===== src/rtl/rct_pkg.sv =====
package rct_pkg;

  // Kind of change a qualified training applies to a counter.
  typedef enum logic {
    UPD_INC = 1'b0,
    UPD_CLR = 1'b1
  } upd_kind_e;

  // Query side-band carried down the response pipeline.
  typedef struct packed {
    logic vld;
    logic has;
    logic rdir;
    logic pdir;
  } qry_side_t;

endpackage


===== src/rtl/rct_index.sv =====
module rct_index #(
  parameter int PC_W  = 32,
  parameter int IDX_W = 8,
  parameter int ALIGN = 2
) (
  input  logic [PC_W-1:0]  pc,
  output logic [IDX_W-1:0] idx
);
  logic unused_pc_bits;

  assign idx            = pc[ALIGN +: IDX_W];
  assign unused_pc_bits = ^pc;
endmodule


===== src/rtl/rct_ram.sv =====
module rct_ram #(
  parameter int AW = 8,
  parameter int DW = 5
) (
  input  logic          clk,
  input  logic          we,
  input  logic [AW-1:0] waddr,
  input  logic [DW-1:0] wdata,
  input  logic [AW-1:0] raddr,
  output logic [DW-1:0] rdata
);
  localparam int DEPTH = 1 << AW;

  logic [DW-1:0] mem [DEPTH];

  // Read-before-write on a shared address; no reset on the array.
  always_ff @(posedge clk) begin
    if (we) mem[waddr] <= wdata;
    rdata <= mem[raddr];
  end
endmodule


===== src/rtl/rct_vbits.sv =====
module rct_vbits #(
  parameter int AW = 8
) (
  input  logic          clk,
  input  logic          rst,
  input  logic          set,
  input  logic [AW-1:0] sidx,
  input  logic [AW-1:0] ridx,
  output logic          rvalid
);
  localparam int DEPTH = 1 << AW;

  logic [DEPTH-1:0] bits;

  always_ff @(posedge clk) begin
    if (rst) begin
      bits   <= '0;
      rvalid <= 1'b0;
    end else begin
      if (set) bits[sidx] <= 1'b1;
      rvalid <= bits[ridx];
    end
  end
endmodule


===== src/rtl/rct_update.sv =====
module rct_update
  import rct_pkg::*;
#(
  parameter int CNT_W = 5
) (
  input  upd_kind_e        kind,
  input  logic [CNT_W-1:0] cur,
  output logic [CNT_W-1:0] nxt
);
  localparam logic [CNT_W-1:0] CMAX = {CNT_W{1'b1}};

  always_comb begin
    if (kind == UPD_CLR)   nxt = '0;
    else if (cur == CMAX)  nxt = CMAX;
    else                   nxt = cur + 1'b1;
  end
endmodule


===== src/rtl/reuse_conf_table.sv =====
module reuse_conf_table
  import rct_pkg::*;
#(
  parameter int PC_W  = 32,
  parameter int IDX_W = 8,
  parameter int ALIGN = 2,
  parameter int CNT_W = 5
) (
  input  logic            clk,
  input  logic            rst,
  input  logic            query_valid,
  input  logic [PC_W-1:0] query_pc,
  input  logic            query_has_reuse,
  input  logic            query_reuse_dir,
  input  logic            query_pred_dir,
  input  logic            train_valid,
  input  logic [PC_W-1:0] train_pc,
  input  logic            train_executed,
  input  logic            train_reuse_dir,
  input  logic            train_actual_dir,
  output logic            rsp_valid,
  output logic            rsp_confident,
  output logic            rsp_override,
  output logic            rsp_dir
);
  localparam int               NPORT = 2;   // 0: query, 1: training
  localparam logic [CNT_W-1:0] CMAX  = {CNT_W{1'b1}};

  logic [IDX_W-1:0] q_idx, t_idx;
  logic [IDX_W-1:0] rd_idx [NPORT];
  logic [CNT_W-1:0] rd_cnt [NPORT];
  logic             rd_vb  [NPORT];
  logic [CNT_W-1:0] eff    [NPORT];

  // Write port, driven by the training stage.
  logic             wr_en;
  logic [IDX_W-1:0] wr_idx;
  logic [CNT_W-1:0] wr_val;

  rct_index #(.PC_W(PC_W), .IDX_W(IDX_W), .ALIGN(ALIGN)) u_qidx (
    .pc(query_pc), .idx(q_idx)
  );
  rct_index #(.PC_W(PC_W), .IDX_W(IDX_W), .ALIGN(ALIGN)) u_tidx (
    .pc(train_pc), .idx(t_idx)
  );

  assign rd_idx[0] = q_idx;
  assign rd_idx[1] = t_idx;

  // One replicated RAM copy per read port, all written identically.
  for (genvar p = 0; p < NPORT; p++) begin : g_port
    rct_ram #(.AW(IDX_W), .DW(CNT_W)) u_ram (
      .clk(clk), .we(wr_en), .waddr(wr_idx), .wdata(wr_val),
      .raddr(rd_idx[p]), .rdata(rd_cnt[p])
    );
    rct_vbits #(.AW(IDX_W)) u_vb (
      .clk(clk), .rst(rst), .set(wr_en), .sidx(wr_idx),
      .ridx(rd_idx[p]), .rvalid(rd_vb[p])
    );
    assign eff[p] = rd_vb[p] ? rd_cnt[p] : '0;
  end

  // ---------------- training: stage A (capture) ----------------
  logic             ta_vld;
  upd_kind_e        ta_kind;
  logic [IDX_W-1:0] ta_idx;

  always_ff @(posedge clk) begin
    if (rst) begin
      ta_vld  <= 1'b0;
      ta_kind <= UPD_INC;
      ta_idx  <= '0;
    end else begin
      ta_vld  <= train_valid & train_executed;
      ta_kind <= (train_reuse_dir == train_actual_dir) ? UPD_INC : UPD_CLR;
      ta_idx  <= t_idx;
    end
  end

  // Last write, forwarded because the RAM read missed it.
  logic             lw_vld;
  logic [IDX_W-1:0] lw_idx;
  logic [CNT_W-1:0] lw_val;
  logic [CNT_W-1:0] tb_base;

  assign tb_base = (lw_vld && lw_idx == ta_idx) ? lw_val : eff[1];

  // ---------------- training: stage B (modify, write) ----------
  rct_update #(.CNT_W(CNT_W)) u_upd (
    .kind(ta_kind), .cur(tb_base), .nxt(wr_val)
  );

  assign wr_en  = ta_vld;
  assign wr_idx = ta_idx;

  always_ff @(posedge clk) begin
    if (rst) begin
      lw_vld <= 1'b0;
      lw_idx <= '0;
      lw_val <= '0;
    end else begin
      lw_vld <= wr_en;
      lw_idx <= wr_idx;
      lw_val <= wr_val;
    end
  end

  // ---------------- query: stage 1 (read + forward capture) -----
  qry_side_t        qa;
  logic             qa_fwd;
  logic [CNT_W-1:0] qa_fval;
  logic [CNT_W-1:0] q_cnt;
  logic             q_conf;

  always_ff @(posedge clk) begin
    if (rst) begin
      qa      <= '0;
      qa_fwd  <= 1'b0;
      qa_fval <= '0;
    end else begin
      qa.vld  <= query_valid;
      qa.has  <= query_has_reuse;
      qa.rdir <= query_reuse_dir;
      qa.pdir <= query_pred_dir;
      qa_fwd  <= wr_en && (wr_idx == q_idx);
      qa_fval <= wr_val;
    end
  end

  assign q_cnt  = qa_fwd ? qa_fval : eff[0];
  assign q_conf = qa.vld && (q_cnt == CMAX);

  // ---------------- query: stage 2 (registered response) --------
  always_ff @(posedge clk) begin
    if (rst) begin
      rsp_valid     <= 1'b0;
      rsp_confident <= 1'b0;
      rsp_override  <= 1'b0;
      rsp_dir       <= 1'b0;
    end else begin
      rsp_valid     <= qa.vld;
      rsp_confident <= q_conf;
      rsp_override  <= q_conf & qa.has;
      rsp_dir       <= qa.vld & ((q_conf & qa.has) ? qa.rdir : qa.pdir);
    end
  end
endmodule


===== config.mk =====
export PLATFORM = sky130hd
export DESIGN_NAME = reuse_conf_table
export DESIGN_NICKNAME = d
export VERILOG_FILES = /design/src/rtl/rct_pkg.sv /design/src/rtl/rct_index.sv /design/src/rtl/rct_ram.sv /design/src/rtl/rct_vbits.sv /design/src/rtl/rct_update.sv /design/src/rtl/reuse_conf_table.sv
export SDC_FILE = /design/constraint.sdc
export NUM_CORES = 2
export LEC_CHECK = 0
export BUFFER_PORTS_ARGS = -buffer_cell sky130_fd_sc_hd__clkbuf_2
export CAP_MARGIN = 15
export CORE_UTILIZATION = 47
export CTS_BUF_LIST = sky130_fd_sc_hd__clkbuf_2
export CTS_CLUSTER_DIAMETER = 200
export DETAILED_ROUTE_END_ITERATION = 8
export HOLD_SLACK_MARGIN = 0.06
export PLACE_DENSITY = 0.59
export SLEW_MARGIN = 10
export SYNTH_ARGS = -nofsm -noshare
export SYNTH_HDL_FRONTEND = slang
export SYNTH_SLANG_ARGS = --single-unit

===== constraint.sdc =====
create_clock -name clk -period 11.2 [get_ports clk]
set_input_delay 1.12 -clock clk [delete_from_list [all_inputs] [get_ports clk]]
set_output_delay 1.12 -clock clk [all_outputs]
set_load 0.01 [all_outputs]

==> impl_metrics.tcl <==
set metrics [dict create \
    outcome "finished clean" \
    path_cells "xnor2_1 > nand3_1 > o311ai_0 > nand2_1 > ha_1 > inv_1 > a21oi_1 > nand2b_1 > a21oi_4 > buf_4 > buf_4" \
    io_pins 78 \
    initial_core_util_pct 47.4 \
    final_antenna_net_count 0 \
    synth_area_leaders "edfxtp_1 (48%), mux4_2 (21%), dfxtp_1 (14%)" \
    drt_iter0_drc 5228 \
    grt_overflow 0 \
    rsz0062_at_grt "false" \
    final-instance-count-excl-fill 8022 \
    hp-class "primary input to register" \
    antenna_found_initial 8 \
    synth_cell_types 55 \
    power_density_nw_per_um2 149 \
    ys_warn_count 0 \
    cp_common_cell "buf_4" \
    routedWlPerCell_um 29.5 \
    wl_mm 237 \
    cts_tree "done" \
    fmax_ghz 0.189 \
    critPathBufInv 3 \
    die_w_um 413 \
    clock_sinks 1837 \
    hold_viol_final 0 \
    arrival_ns 6.62 \
    maxSlewViolCount 0 \
    maxCapViolCount 0 \
    post-route-drc-count 0 \
    critPathMaxStageDelay_ns 0.93 \
    crit_path_top_delay_cell "buf_4" \
    crit_required_ns 12.53 \
    clk_pin_slew_ns 0.12 \
    endpoint_kind "register" \
    tightestPinTransition_ns 1.31 \
    die_h_um 413 \
    synth_ff_type "edfxtp_1" \
    nets 5483 \
    cts_setup_buffers 0 \
    power_frac_seq_pct 57.0 \
    path_class "register to register" \
    synth.largest_area_cell "edfxtp_1" \
    synth_seq_cells 1837 \
    synth_top_area_share_pct 48.5 \
    dp_cells 7108 \
    synth.avg_cell_area_um2 15.4 \
    gp_congestion 0.922 \
    nFillCells 14200 \
    cp_max_fo 100 \
    ys_seq_area_share_pct 62.5 \
    clockRootBuffer "clkbuf_2" \
    core_um2 167000 \
    viasPerCell 6.19 \
    slew_headroom_pct 11.7 \
    synth_commonest_cells "edfxtp_1 (1280), nor2_1 (1249), mux4_2 (755), dfxtp_1 (557), a22oi_1 (327)" \
    max-vdd-ir-drop_v 0.000109 \
    synthesis.nets 5232 \
    cp-start-kind "register" \
    die_area_um2 170000 \
    grt_util_all_layers_pct 27.9 \
    grt_pass1_wl_mm 340 \
    grt_max_degree 173 \
    clk-insertion-delay-late_ns 1.93 \
    hpwl_mm 143 \
    htree_levels 5 \
    setup_violations 0 \
    power.internal_uw 9370 \
    netSwitchingPower_uw 3440 \
    grt_pass1_vias 50000 \
    cts_buffers 474 \
    clockBufferDepth 4 \
    period_share_pct 47.2 \
    leakagePower_uw 0.0285 \
    synth_edf_count 1280 \
    synth_cells 5157 \
    min_period_ns 5.28 \
    dr_total_vias 49600 \
    synth.most_common_cell "edfxtp_1" \
    area_delta_synth_final_pct 8.55 \
    p_sw_share_pct 26.9 \
    async_flop_share_pct 0 \
    netlist_area_um2 79300 \
    rows 150 \
    dr.pass1.iters 6 \
    setup_tns_ns 0 \
    fin_worst_skew_ns 0.272 \
    cp_top_family "buffers and inverters" \
    drive_gt1_share_pct 29.5 \
    clkPwrFrac_pct 35.3 \
    comb_power_share_pct 7.7 \
    numPortBuffers 29 \
]
-- state kept, by name (all words and copies together) (netlist names) --
signal and flops:
g_port.u_vb.bits 512, rsp_confident 1, ta_kind 1, rsp_override 1
ta_vld 1, qa 4, qa_fval 5, g_port.u_ram.mem 1280
rsp_valid 1, ta_idx 8, lw_vld 1, g_port.u_ram.rdata 10
g_port.u_vb.rvalid 2, lw_idx 8, qa_fwd 1, rsp_dir 1
-- power groups by stage --
stage / Combinational, µW / Clock [µW] / Sequential [µW]
finish: 989 / 4520 / 7300
global route: 1030 / 4970 / 7300
CTS: 980 / 4630 / 7300
detailed placement: 970 / 0 / 7460
global placement: 963 / 0 / 7460
floorplan: 618 / 0 / 7490
-- path summary, 6_finish.rpt --
check / start / to / slack [ns] / cells past startpoint
min: train_pc[5] / g_port[1].u_vb.rvalid / 0.38 / 6
max reg2reg: ta_idx[7] / g_port[1].u_ram.mem[249][2] / 5.92 / 11
min reg2reg: g_port[1].u_vb.bits[193] / g_port[1].u_vb.bits[193] / 0.47 / 2
max: ta_idx[7] / g_port[1].u_ram.mem[249][2] / 5.92 / 11
-- per-stage QoR --
stage | power (µW) | worst slack, ns | cell area [µm²] | hold WS, ns | util, %
2_1_floorplan | 8110 | 0.859 | 79300 | 0.435 | -
3_3_place_gp | 8420 | 5.49 | 81600 | 0.444 | 48.7
3_5_place_dp | 8430 | 5.54 | 81600 | 0.452 | 48.7
4_1_cts | 12900 | 5.99 | 86100 | 0.106 | 51.4
5_1_grt | 13300 | 5.69 | 86100 | 0.232 | 51.4
6_report | 12800 | 5.92 | 86100 | 0.382 | 51.4
-- what timing repair did --
item,CTS,global route
hold buffers,27,0
gates resized for setup,0,0
hold endpoints to repair,200,0
-- metal layers --
metal | vias to the layer above | global-route usage, % | wire (µm)
met1 | 25600 | 38.2 | 94500
met4 | 4 | 11.4 | 8630
met2 | 2483 | 42.7 | 110000
li1 | 21100 | - | -
met3 | 486 | 7.27 | 23500
met5 | - | 0 | 27
-- logic make-up (layout without fill, tap and decap cells) --
family / count (synthesis) / after routing / share of synthesized area, %
and+or+nand+nor: 1479 / 1479 / 7.51
buffers and inverters: 388 / 1039 / 2.20
adders and majority gates: 1 / 1 / 0.0158
xor gates and xnor gates: 18 / 18 / 0.199
DFF: 1837 / 1837 / 62.5
muxes: 809 / 809 / 22.1
other: 0 / 10 / 0
AOI/OAI and AO/OA: 625 / 625 / 5.44
-- placed cells by master, fill, tap and decap left out, types with 44 or more instances in the layout --
| cell | count |
|---|---|
| a21oi_1 | 175 |
| a22oi_1 | 327 |
| buf_4 | 90 |
| clkbuf_2 | 762 |
| clkinv_1 | 118 |
| dfxtp_1 | 557 |
| edfxtp_1 | 1280 |
| mux2i_1 | 47 |
| mux4_2 | 755 |
| nand2_1 | 48 |
| nor2_1 | 1246 |
| nor4_1 | 44 |
-- tightest hold or removal path: stages --
cell and delay, ns:
clkbuf_2 0.09, buf_4 0.33, nor2_1 0.20, a21oi_1 0.10
o21ai_0 0.16, o22ai_1 0.08
-- area by class of cell --
type	count	area (µm²)	share of cell area, %
Tap cell	2204	2760	3.20
Timing Repair Buffer	155	1310	1.52
Inverter	8	30.0	0.0349
Clock buffer	738	3690	4.29
Clock inverter	138	538	0.625
Sequential cell	1837	49600	57.6
Multi-Input combinational cell	2932	28200	32.7
Antenna cell	10	25.0	0.0291
(Power assumes the default switching activity.)
